$ cat config.mk
export PLATFORM = sky130hd
export DESIGN_NAME = shared_const_mult
export DESIGN_NICKNAME = d
export VERILOG_FILES = /design/src/rtl/spm_pkg.sv /design/src/rtl/spm_shared_terms.sv /design/src/rtl/spm_combiner.sv /design/src/rtl/shared_const_mult.sv
export SDC_FILE = /design/constraint.sdc
export NUM_CORES = 1
export LEC_CHECK = 0
export ABC_CLOCK_PERIOD_IN_PS = 7700
export BUFFER_PORTS_ARGS = -buffer_cell sky130_fd_sc_hd__buf_2
export CORE_ASPECT_RATIO = 0.9
export CORE_UTILIZATION = 35
export DETAILED_ROUTE_END_ITERATION = 6
export GPL_ROUTABILITY_DRIVEN = 0
export GPL_TIMING_DRIVEN = 0
export PLACE_DENSITY = 0.69
export SYNTH_ARGS = -nofsm -noshare
export SYNTH_HDL_FRONTEND = slang
export SYNTH_SLANG_ARGS = --single-unit
$ cat constraint.sdc
create_clock -name vclk -period 7.7
set_input_delay 1.155 -clock vclk [all_inputs]
set_output_delay 1.155 -clock vclk [all_outputs]
set_load 0.02 [all_outputs]
$ cat src/rtl/spm_pkg.sv
package spm_pkg;
  // Largest constant in the family; internal nodes are sized from it.
  localparam int MAX_COEF = 43;

  function automatic int bitsFor(input int value);
    return $clog2(value + 1);
  endfunction
endpackage

$ cat src/rtl/spm_shared_terms.sv
// Extends the sample to the internal width and forms the two shared terms.
module spm_shared_terms #(
  parameter int IN_W      = 8,
  parameter int INT_W     = 14,
  parameter bit IS_SIGNED = 1'b0
) (
  input  logic [IN_W-1:0]  sampleIn,
  output logic [INT_W-1:0] xExt,
  output logic [INT_W-1:0] times3,
  output logic [INT_W-1:0] times5
);
  localparam int EXT_W = INT_W - IN_W;

  generate
    if (IS_SIGNED) begin : g_sext
      assign xExt = {{EXT_W{sampleIn[IN_W-1]}}, sampleIn};
    end else begin : g_zext
      assign xExt = {{EXT_W{1'b0}}, sampleIn};
    end
  endgenerate

  // One adder each; reused by every product downstream.
  assign times3 = xExt + (xExt << 1);
  assign times5 = xExt + (xExt << 2);
endmodule

$ cat src/rtl/spm_combiner.sv
// Combines the extended sample and the shared terms into the final products.
module spm_combiner #(
  parameter int INT_W = 14
) (
  input  logic [INT_W-1:0] xExt,
  input  logic [INT_W-1:0] times3,
  input  logic [INT_W-1:0] times5,
  output logic [INT_W-1:0] full11,
  output logic [INT_W-1:0] full15,
  output logic [INT_W-1:0] full29,
  output logic [INT_W-1:0] full43
);
  assign full11 = (xExt << 3) + times3;     // 8x + 3x
  assign full15 = (xExt << 4) - xExt;       // 16x - x
  assign full29 = (times3 << 3) + times5;   // 24x + 5x
  assign full43 = (times5 << 3) + times3;   // 40x + 3x
endmodule

$ cat src/rtl/shared_const_mult.sv
module shared_const_mult #(
  parameter int IN_W      = 8,
  parameter int OUT_W     = 14,
  parameter bit IS_SIGNED = 1'b0
) (
  input  logic [IN_W-1:0]  sampleIn,
  output logic [OUT_W-1:0] prod11,
  output logic [OUT_W-1:0] prod15,
  output logic [OUT_W-1:0] prod29,
  output logic [OUT_W-1:0] prod43
);
  localparam int NEED_W = IN_W + spm_pkg::bitsFor(spm_pkg::MAX_COEF);
  localparam int INT_W  = (NEED_W > OUT_W) ? NEED_W : OUT_W;

  logic [INT_W-1:0] xExt, times3, times5;
  logic [INT_W-1:0] full11, full15, full29, full43;

  spm_shared_terms #(.IN_W(IN_W), .INT_W(INT_W), .IS_SIGNED(IS_SIGNED)) u_terms (
    .sampleIn(sampleIn), .xExt(xExt), .times3(times3), .times5(times5)
  );

  spm_combiner #(.INT_W(INT_W)) u_comb (
    .xExt(xExt), .times3(times3), .times5(times5),
    .full11(full11), .full15(full15), .full29(full29), .full43(full43)
  );

  assign prod11 = full11[OUT_W-1:0];
  assign prod15 = full15[OUT_W-1:0];
  assign prod29 = full29[OUT_W-1:0];
  assign prod43 = full43[OUT_W-1:0];
endmodule

==> qor.yml, run 1 <==
run_status: "completed"
yosysSeqAreaShare_pct: 0
detail-route-antenna-nets: 0
worst_pin_slew_ns: 0.491
ir_drop_uv: 127
synth_area_um2: 2050
pin_count: 64
max_freq_mhz: 165
drtIter0Drc: 111
synthDominantCellAreaShare_pct: 25.6
die-area_um2: 6170
ys_warn_count: 0
drc_errors: 0
p_seq_share_pct: 0
design_area_um2: 2450
grt_util_met2_pct: 28.1
grt_pass1_wl_um: 7930
antenna_cells: 0
floorplan.initialDensity_pct: 36.2
worstPathRequired_ns: 6.55
dp_hpwl_um: 4150
slew_headroom_pct: 67.0
cts_resized: 0
synthCells: 263
seq_cells: 0
synth_cell_types: 51
power_frac_comb_pct: 100.0
area_delta_synth_final_pct: 19.6
post_dp_cell_area_um2: 2450
nets: 382
power.total_uw: 508
min_to: "prod15[9]"
path_max_fanout: 12
pwr-share-clk_pct: 0
core-area_um2: 5660
grt.overflow.total: 0
dr.pass1.iters: 4
holdCritPathClass: "in -> out"
cts_setup_buffers: 0
n_clock_buffer: 0
dr_total_vias: 2004
endpoint_kind: "primary output"
drt_wl_total_um: 5000
period_needed_ns: 6.06
grt_pass1_vias: 1809
cts_hold_buffers: 0
fin_setup_tns_ns: 0
critical_path_class: "in -> out"
power.internal_uw: 203
setup_violations: 0
synth.area.top_cells: "ha_1, xnor2_1, a21oi_1, buf_4, inv_1"
cap_violations: 0
fp-row-count: 26
crit_arrival_ns: 4.91
critPathLaunchType: "primary input"
grt_util_all_layers_pct: 15.9
syn_avg_cell_area_um2: 7.79
met1_usage_pct: 22.7
via_per_inst: 5.06
seq_area_um2: 0
holdCritStartpoint: "sampleIn[5]"
hold_violations: 0
p_sw_uw: 306
use_met3_pct: 0.123
rsz0062_at_grt: "no"
final_max_slew_viol_count: 0
leakage_uw: 0.00128
die_x_um: 82.7
grt_max_degree: 13
swShare_pct: 60.1
drive_above_1_share_pct: 27.9
grt_antenna_before_repair: 0
drt-wirelength-per-cell_um: 12.6
post-synth-top-count-cell: "ha_1"
io_buffers: 62
synth_largest_area_cell: "ha_1"
synth_common_cells: "ha_1, xnor2_1, inv_1"
power_density_nw_per_um2: 207
worstHoldPathCells: 3
layout_worst_path_cycle_share_pct: 78.7
die_h_um: 74.6
grt-busiest-layer: "met2"
==> layout make-up <==
class | instances | area (µm²)
tap | 70 | 87.6
timing repair buffer | 62 | 310
multi-input combinational | 224 | 1850
inverter | 24 | 90.1
fill | 621 | 3210
buffer | 16 | 118
==> through the flow <==
step                cells  util (%)  hold slack [ns]  setup slack (ns)
finish                396      43.3             2.75              1.64
global placement      396      43.3             2.74              1.73
CTS                   396      43.3             2.74              1.65
floorplan             264         -             2.42              2.19
global route          396      43.3             2.78              1.40
detailed placement    396      43.3             2.73              1.65
==> layout by cell type (no fill, tap or decap), drive strengths merged, types with 2 or more instances in the layout <==
master	instances
inv	24
nor2b	7
nand2b	3
o31a	4
o21bai	4
and3	3
o211ai	4
a211oi	2
buf	77
nand4	3
maj3	4
nand3	4
nand2	12
a21oi	22
a21o	11
a31o	3
xnor2	32
xor2	7
conb	2
o21a	3
fa	4
o21ai	12
or2	4
nor2	12
ha	42
a31oi	2
and2	2
a211o	2
==> metal layers <==
layer  vias up  wire length, µm
li1       1050                -
met1       914             2640
met2        40             2210
met3         0              150
met4         0                0
met5         -                0
==> power groups by stage <==
stage / clock (µW) / combinational [µW] / sequential (µW)
floorplan: 0 / 379 / 0
global placement: 0 / 501 / 0
detailed placement: 0 / 508 / 0
CTS: 0 / 510 / 0
global route: 0 / 558 / 0
finish: 0 / 508 / 0
==> kinds of logic (layout without fill, tap and decap cells) <==
kind of cell,count (synthesis),in the layout,share of synthesized area (%)
fa+ha+maj,50,50,31.7
buf+inv,40,102,10.1
xor+xnor,39,39,17.0
simple gates,53,53,13.4
compound gates,80,80,27.5
other cells,1,2,0.183
==> critical path, stage by stage <==
cell      delay (ns)
buf_2           0.23
ha_1            0.25
inv_1           0.07
fa_1            0.40
nor2b_1         0.17
o21ai_0         0.09
a21oi_1         0.31
ha_1            0.34
nor2b_1         0.16
or2_1           0.25
maj3_2          0.30
a211o_1         0.33
maj3_2          0.36
o311ai_1        0.29
buf_2           0.23
==> worst max-delay path by stage <==
| stage | start | end | cells past startpoint |
|---|---|---|---|
| after floorplan | sampleIn[0] | prod43[11] | 13 |
| after global placement | sampleIn[0] | prod43[11] | 15 |
| after detailed placement | sampleIn[0] | prod43[11] | 15 |
| after CTS | sampleIn[0] | prod43[11] | 15 |
| after global routing | sampleIn[0] | prod43[11] | 15 |
| final | sampleIn[0] | prod43[11] | 15 |
No activity file was read; power rests on OpenSTA's default activity.
==> run 2: changes to the inputs <==
Settings changed: ABC_CLOCK_PERIOD_IN_PS 7700 to 5100, PLACE_DENSITY 0.69 to 0.71.
Clock period 7.7 ns to 5.1 ns, I/O delays scaled along.
==> run 2 against run 1 <==
  * Sequential share of layout area did not move
  * Highest routed layer is now met4
  * Largest power group unchanged
  * Power rose by 54%
  * Utilization rose by 1.1 points
==> qor.yml, run 2 (same netlist as run 1, synthesis figures left out) <==
drt_wl_total_um: 5010  # was 5000 µm
pin_count: 64  # unchanged
ir_drop_uv: 201  # was 127 µV
hold_violations: 0  # unchanged
n_clock_buffer: 0  # unchanged
holdWs_ns: 1.95  # was 2.75 ns
crit_arrival_ns: 4.20  # was 4.91 ns
cts_hold_buffers: 0  # unchanged
endpoint_kind: "primary output"  # unchanged
setup_violations: 0  # unchanged
max_freq_mhz: 201
holdCritPathClass: "in -> out"  # unchanged
antenna_cells: 0  # unchanged
core-area_um2: 5660  # unchanged
fp-row-count: 26  # unchanged
endpoint: "prod43[11]"  # unchanged
critPathLaunchType: "primary input"  # unchanged
slew_headroom_pct: 65.7  # was 67.0%
drive_above_1_share_pct: 30.0  # was 27.9%
run_status: "completed"  # unchanged
leakage_uw: 0.00129  # was 0.00128 µW
nets: 383  # was 382
detail-route-antenna-nets: 0  # unchanged
fin_setup_tns_ns: 0  # unchanged
die_x_um: 82.7  # unchanged
period_needed_ns: 4.97
io_buffers: 62  # unchanged
seq_cells: 0  # unchanged
power_density_nw_per_um2: 312  # was 207 nW/µm²
grt.overflow.total: 0  # unchanged
worst_pin_slew_ns: 0.511  # was 0.491 ns
dr_total_vias: 2026  # was 2004
via_per_inst: 5.10  # was 5.06
layout_worst_path_cycle_share_pct: 97.4
dp_hpwl_um: 4170  # was 4150 µm
grt_pass1_wl_um: 7810  # was 7930 µm
grt_pass1_vias: 1793  # was 1809
die_h_um: 74.6  # unchanged
dr.pass1.iters: 4  # unchanged
seq_area_um2: 0  # unchanged
area_delta_synth_final_pct: 22.6  # was 19.6%
path_max_fanout: 8  # was 12
die-area_um2: 6170  # unchanged
drtIter0Drc: 92  # was 111
mostFrequentLayoutCell: "buf_2"  # unchanged
layout_common_cells: "buf_2, ha_1, xnor2_1, inv_1, a21oi_1"  # unchanged
drc_errors: 0  # unchanged
floorplan.initialDensity_pct: 36.2  # unchanged
cp-startpoint: "sampleIn[2]"  # was sampleIn[0]
worstPathRequired_ns: 4.34  # was 6.55 ns
final_max_slew_viol_count: 0  # unchanged
drt-wirelength-per-cell_um: 12.6  # about the same
grt_util_all_layers_pct: 15.8  # was 15.9%
critical_path_class: "in -> out"  # unchanged
grt_max_degree: 13  # unchanged
cap_violations: 0  # unchanged
grt_antenna_before_repair: 0  # unchanged
==> run 2: final cells by class <==
class / instances / area, µm²
fill: 606 / 3150
multi-input combinational: 224 / 1890
timing repair buffer: 63 / 325
buffer: 16 / 118
inverter: 24 / 90.1
tap: 70 / 87.6
==> run 2: per-layer routing <==
metal	wire, µm	vias up	share of wire, %	GRT usage, %
met5	0	-	0	0
met4	33	0	0.66	2.87
met3	206	4	4.1	0.982
met2	2220	52	44	26.9
met1	2550	921	51	21.9
li1	-	1049	-	-
==> run 2: metrics by stage <==
step	total power [µW]	cells	cell area [µm²]	setup slack (ns)	utilization, %
2_1_floorplan	572	264	2050	0.367	-
3_3_place_gp	757	396	2450	-0.0943	43.3
3_5_place_dp	766	396	2450	-0.116	43.3
4_1_cts	773	396	2460	0.0154	43.5
5_1_grt	860	397	2510	-0.0147	44.4
6_report	783	397	2510	0.135	44.4
==> run 2: power by group <==
group	switching [µW]	internal (µW)	total (µW)
Clock	0	0	0
Sequential	0	0	0
Combinational	466	317	783
==> run 2: how the worst min path moves through the flow <==
stage,from,endpoint,slack (ns),cells after the start
global placement,sampleIn[6],prod15[10],1.96,3
detailed placement,sampleIn[5],prod15[9],1.95,3
CTS,sampleIn[5],prod15[9],1.95,3
floorplan,sampleIn[0],prod11[0],1.64,1
finish,sampleIn[5],prod15[9],1.95,3
global route,sampleIn[5],prod15[9],1.99,3
==> run 2: repair_timing <==
item / CTS / global route
setup buffers: 0 / 1
pin swaps: 0 / 1
resized for setup: 3 / 7
endpoints found under the setup margin: 1 / 3
==> run 2: critical path: stages <==
cell      delay [ns]
buf_2           0.20
inv_1           0.13
ha_1            0.37
nor2b_1         0.16
o31a_1          0.30
a21oi_2         0.22
ha_4            0.25
nor2b_1         0.14
or2_1           0.25
maj3_2          0.30
a211o_1         0.33
maj3_2          0.36
o311ai_2        0.24
buf_4           0.19
==> run 3: changes to the inputs <==
Settings changed: ABC_AREA from default to 1, CAP_MARGIN from default to 20.
==> run 3 against run 2 <==
  * Wire length rose by 14%
  * Worst setup slack better by 0.30 ns
  * Combinational power down 2%
  * Design area rose by 6.5%
  * Via count grew 17%
  * Global-route usage grew 1.8 points
  * Critical path type unchanged
==> qor.yml, run 3 <==
run_status: "completed"  # unchanged
post_dp_cell_area_um2: 2680  # was 2450 µm²
setup_violations: 0  # unchanged
nets: 476  # was 383
synthMuxAreaShare_pct: 0  # unchanged
min_to: "prod15[2]"  # was prod15[9]
post-synth-top-count-cell: "nand2_1"  # was ha_1
drt-wirelength-per-cell_um: 11.3  # was 12.6 µm
syn_avg_cell_area_um2: 6.31  # was 7.79 µm²
design_area_um2: 2680  # was 2510 µm²
die-area_um2: 6760  # was 6170 µm²
mostFrequentLayoutCell: "nand2_1"  # was buf_2
holdCritPathClass: "in -> out"  # unchanged
seq_area_um2: 0  # unchanged
grt_max_degree: 12  # was 13
period_needed_ns: 4.67  # was 4.97 ns
worstHoldPathCells: 3  # unchanged
cts_hold_buffers: 0  # unchanged
grt_pass1_vias: 2240  # was 1793
grt_util_all_layers_pct: 17.6  # was 15.8%
synthDominantCellAreaShare_pct: 23.3  # was 25.6%
hold_violations: 0  # unchanged
holdCritStartpoint: "sampleIn[2]"  # was sampleIn[5]
drtIter0Drc: 77  # was 92
cap_violations: 0  # unchanged
detail-route-antenna-nets: 0  # unchanged
final_max_slew_viol_count: 0  # unchanged
power_density_nw_per_um2: 288  # was 312 nW/µm²
cts_setup_buffers: 0  # unchanged
max_freq_mhz: 214  # was 201 MHz
finish.utilization_pct: 43.3  # was 44.4%
ir_drop_uv: 88.7  # was 201 µV
crit_arrival_ns: 3.90  # was 4.20 ns
final-instance-count-excl-fill: 507  # was 397
pin_count: 64  # unchanged
dr.pass1.iters: 4  # unchanged
synth_cell_types: 33  # was 51
critPathLaunchType: "primary input"  # unchanged
synth_common_cells: "nand2_1, inv_1, ha_1"  # was ha_1, xnor2_1, inv_1
n_clock_buffer: 0  # unchanged
drc_errors: 0  # unchanged
critical_path_class: "in -> out"  # unchanged
power.total_uw: 770  # was 783 µW
endpoint_kind: "primary output"  # unchanged
nFillCells: 677  # was 606
yosysSeqAreaShare_pct: 0  # unchanged
yosys.area_share.xor_xnor_pct: 13.3  # was 17.0%
slew_headroom_pct: 65.8  # was 65.7%
layout_worst_path_cycle_share_pct: 91.5  # was 97.4%
worst_pin_slew_ns: 0.509  # was 0.511 ns
fp-row-count: 27  # was 26
seq_cells: 0  # unchanged
synth_largest_area_cell: "ha_1"  # unchanged
synth-compound-area-share_pct: 10.7  # was 27.5%
fin_setup_tns_ns: 0  # unchanged
synthCells: 357  # was 263
synth_area_um2: 2250  # was 2050 µm²
rsz0062_at_grt: "no"
area_delta_synth_final_pct: 18.8  # was 22.6%
antenna_cells: 0  # unchanged
synth_simple_gate_area_share_pct: 34.2  # was 13.4%
path_max_fanout: 11  # was 8
dp_hpwl_um: 4880  # was 4170 µm
core-area_um2: 6180  # was 5660 µm²
die_x_um: 86.6  # was 82.7 µm
via_per_inst: 4.67  # was 5.10
dp_cells: 507  # was 396
cts_resized: 0  # was 3
grt_antenna_before_repair: 0  # unchanged
synthAdderAreaFrac_pct: 26.9  # was 31.7%
synth.area.top_cells: "ha_1, nand2_1, inv_1, xor2_1, nand3_1"  # was ha_1, xnor2_1, a21oi_1, buf_4, inv_1
layout_common_cells: "nand2_1, buf_2, inv_1, ha_1"  # was buf_2, ha_1, xnor2_1, inv_1, a21oi_1
leakage_uw: 0.00162  # was 0.00129 µW
floorplan.initialDensity_pct: 36.5  # was 36.2%
io_buffers: 62  # unchanged
grt.overflow.total: 0  # unchanged
synth_top_family_by_area: "simple AND/OR/NAND/NOR gates"  # was adder cells
worstPathRequired_ns: 4.34  # about the same
dr_total_vias: 2369  # was 2026
drive_above_1_share_pct: 26.4  # was 30.0%
grt_pass1_wl_um: 9940  # was 7810 µm
die_h_um: 78.1  # was 74.6 µm
drt_wl_total_um: 5720  # was 5010 µm
ys_warn_count: 0  # unchanged
## run 3: cell count changes in the layout (fill, tap and decap cells not counted), sizes merged, moves of 4 or more
cell,previous run,this run
o211ai,4,0
xor2,7,21
nand3,4,30
nor2b,7,0
xnor2,32,11
nand2,12,106
a21o,11,3
a21oi,22,18
inv,24,62
maj3,4,0
o31a,4,0
## run 3: where the power goes
| group | internal (µW) | total, µW | switching [µW] |
|---|---|---|---|
| logic | 275 | 770 | 495 |
| registers | 0 | 0 | 0 |
| clock network | 0 | 0 | 0 |
| total | 275 | 770 | 495 |
## run 3: per-layer routing
layer	vias up	part of all wire, %	GRT usage (%)
met5	-	0	0
met4	0	0.63	1.83
met3	4	4.2	0.631
met2	61	45	31.1
met1	1050	50	24.4
li1	1254	-	-
## run 3: critical path: stages
cell and delay, ns:
buf_2 0.22, ha_1 0.23, inv_1 0.06, fa_1 0.41, xnor2_1 0.24, ha_1 0.25
inv_1 0.07, fa_1 0.48, o21ai_0 0.37, a21oi_1 0.11, o21ai_0 0.34, a31o_2 0.21
buf_2 0.15
## run 3: final cells by class
type | count | area (µm²) | share of cell area [%]
Multi-Input combinational cell | 282 | 1920 | 71.9
Timing Repair Buffer | 62 | 310 | 11.6
Inverter | 63 | 236 | 8.84
Buffer | 13 | 97.6 | 3.65
Tap cell | 87 | 109 | 4.07
## run 3: stage by stage
step	setup WS, ns	hold slack, ns
after detailed placement	0.459	1.98
after global routing	0.180	2.01
after floorplan	1.09	1.64
after CTS	0.442	1.98
final	0.433	1.98
after global placement	0.517	1.98
## run 3: cells by family (layout without fill, tap and decap cells)
family / after synthesis / after routing
simple gates: 163 / 163
buf+inv: 76 / 138
fa+ha+maj: 46 / 46
other cells: 1 / 2
xor+xnor: 32 / 32
compound gates: 39 / 39
## run 3: how the worst max path moves through the flow
| stage | from | end | depth (start not counted) |
|---|---|---|---|
| after detailed placement | sampleIn[0] | prod11[11] | 13 |
| after global routing | sampleIn[0] | prod43[10] | 19 |
| after CTS | sampleIn[0] | prod11[11] | 13 |
| final | sampleIn[0] | prod11[11] | 13 |
| after global placement | sampleIn[1] | prod43[12] | 19 |
| after floorplan | sampleIn[0] | prod29[13] | 12 |
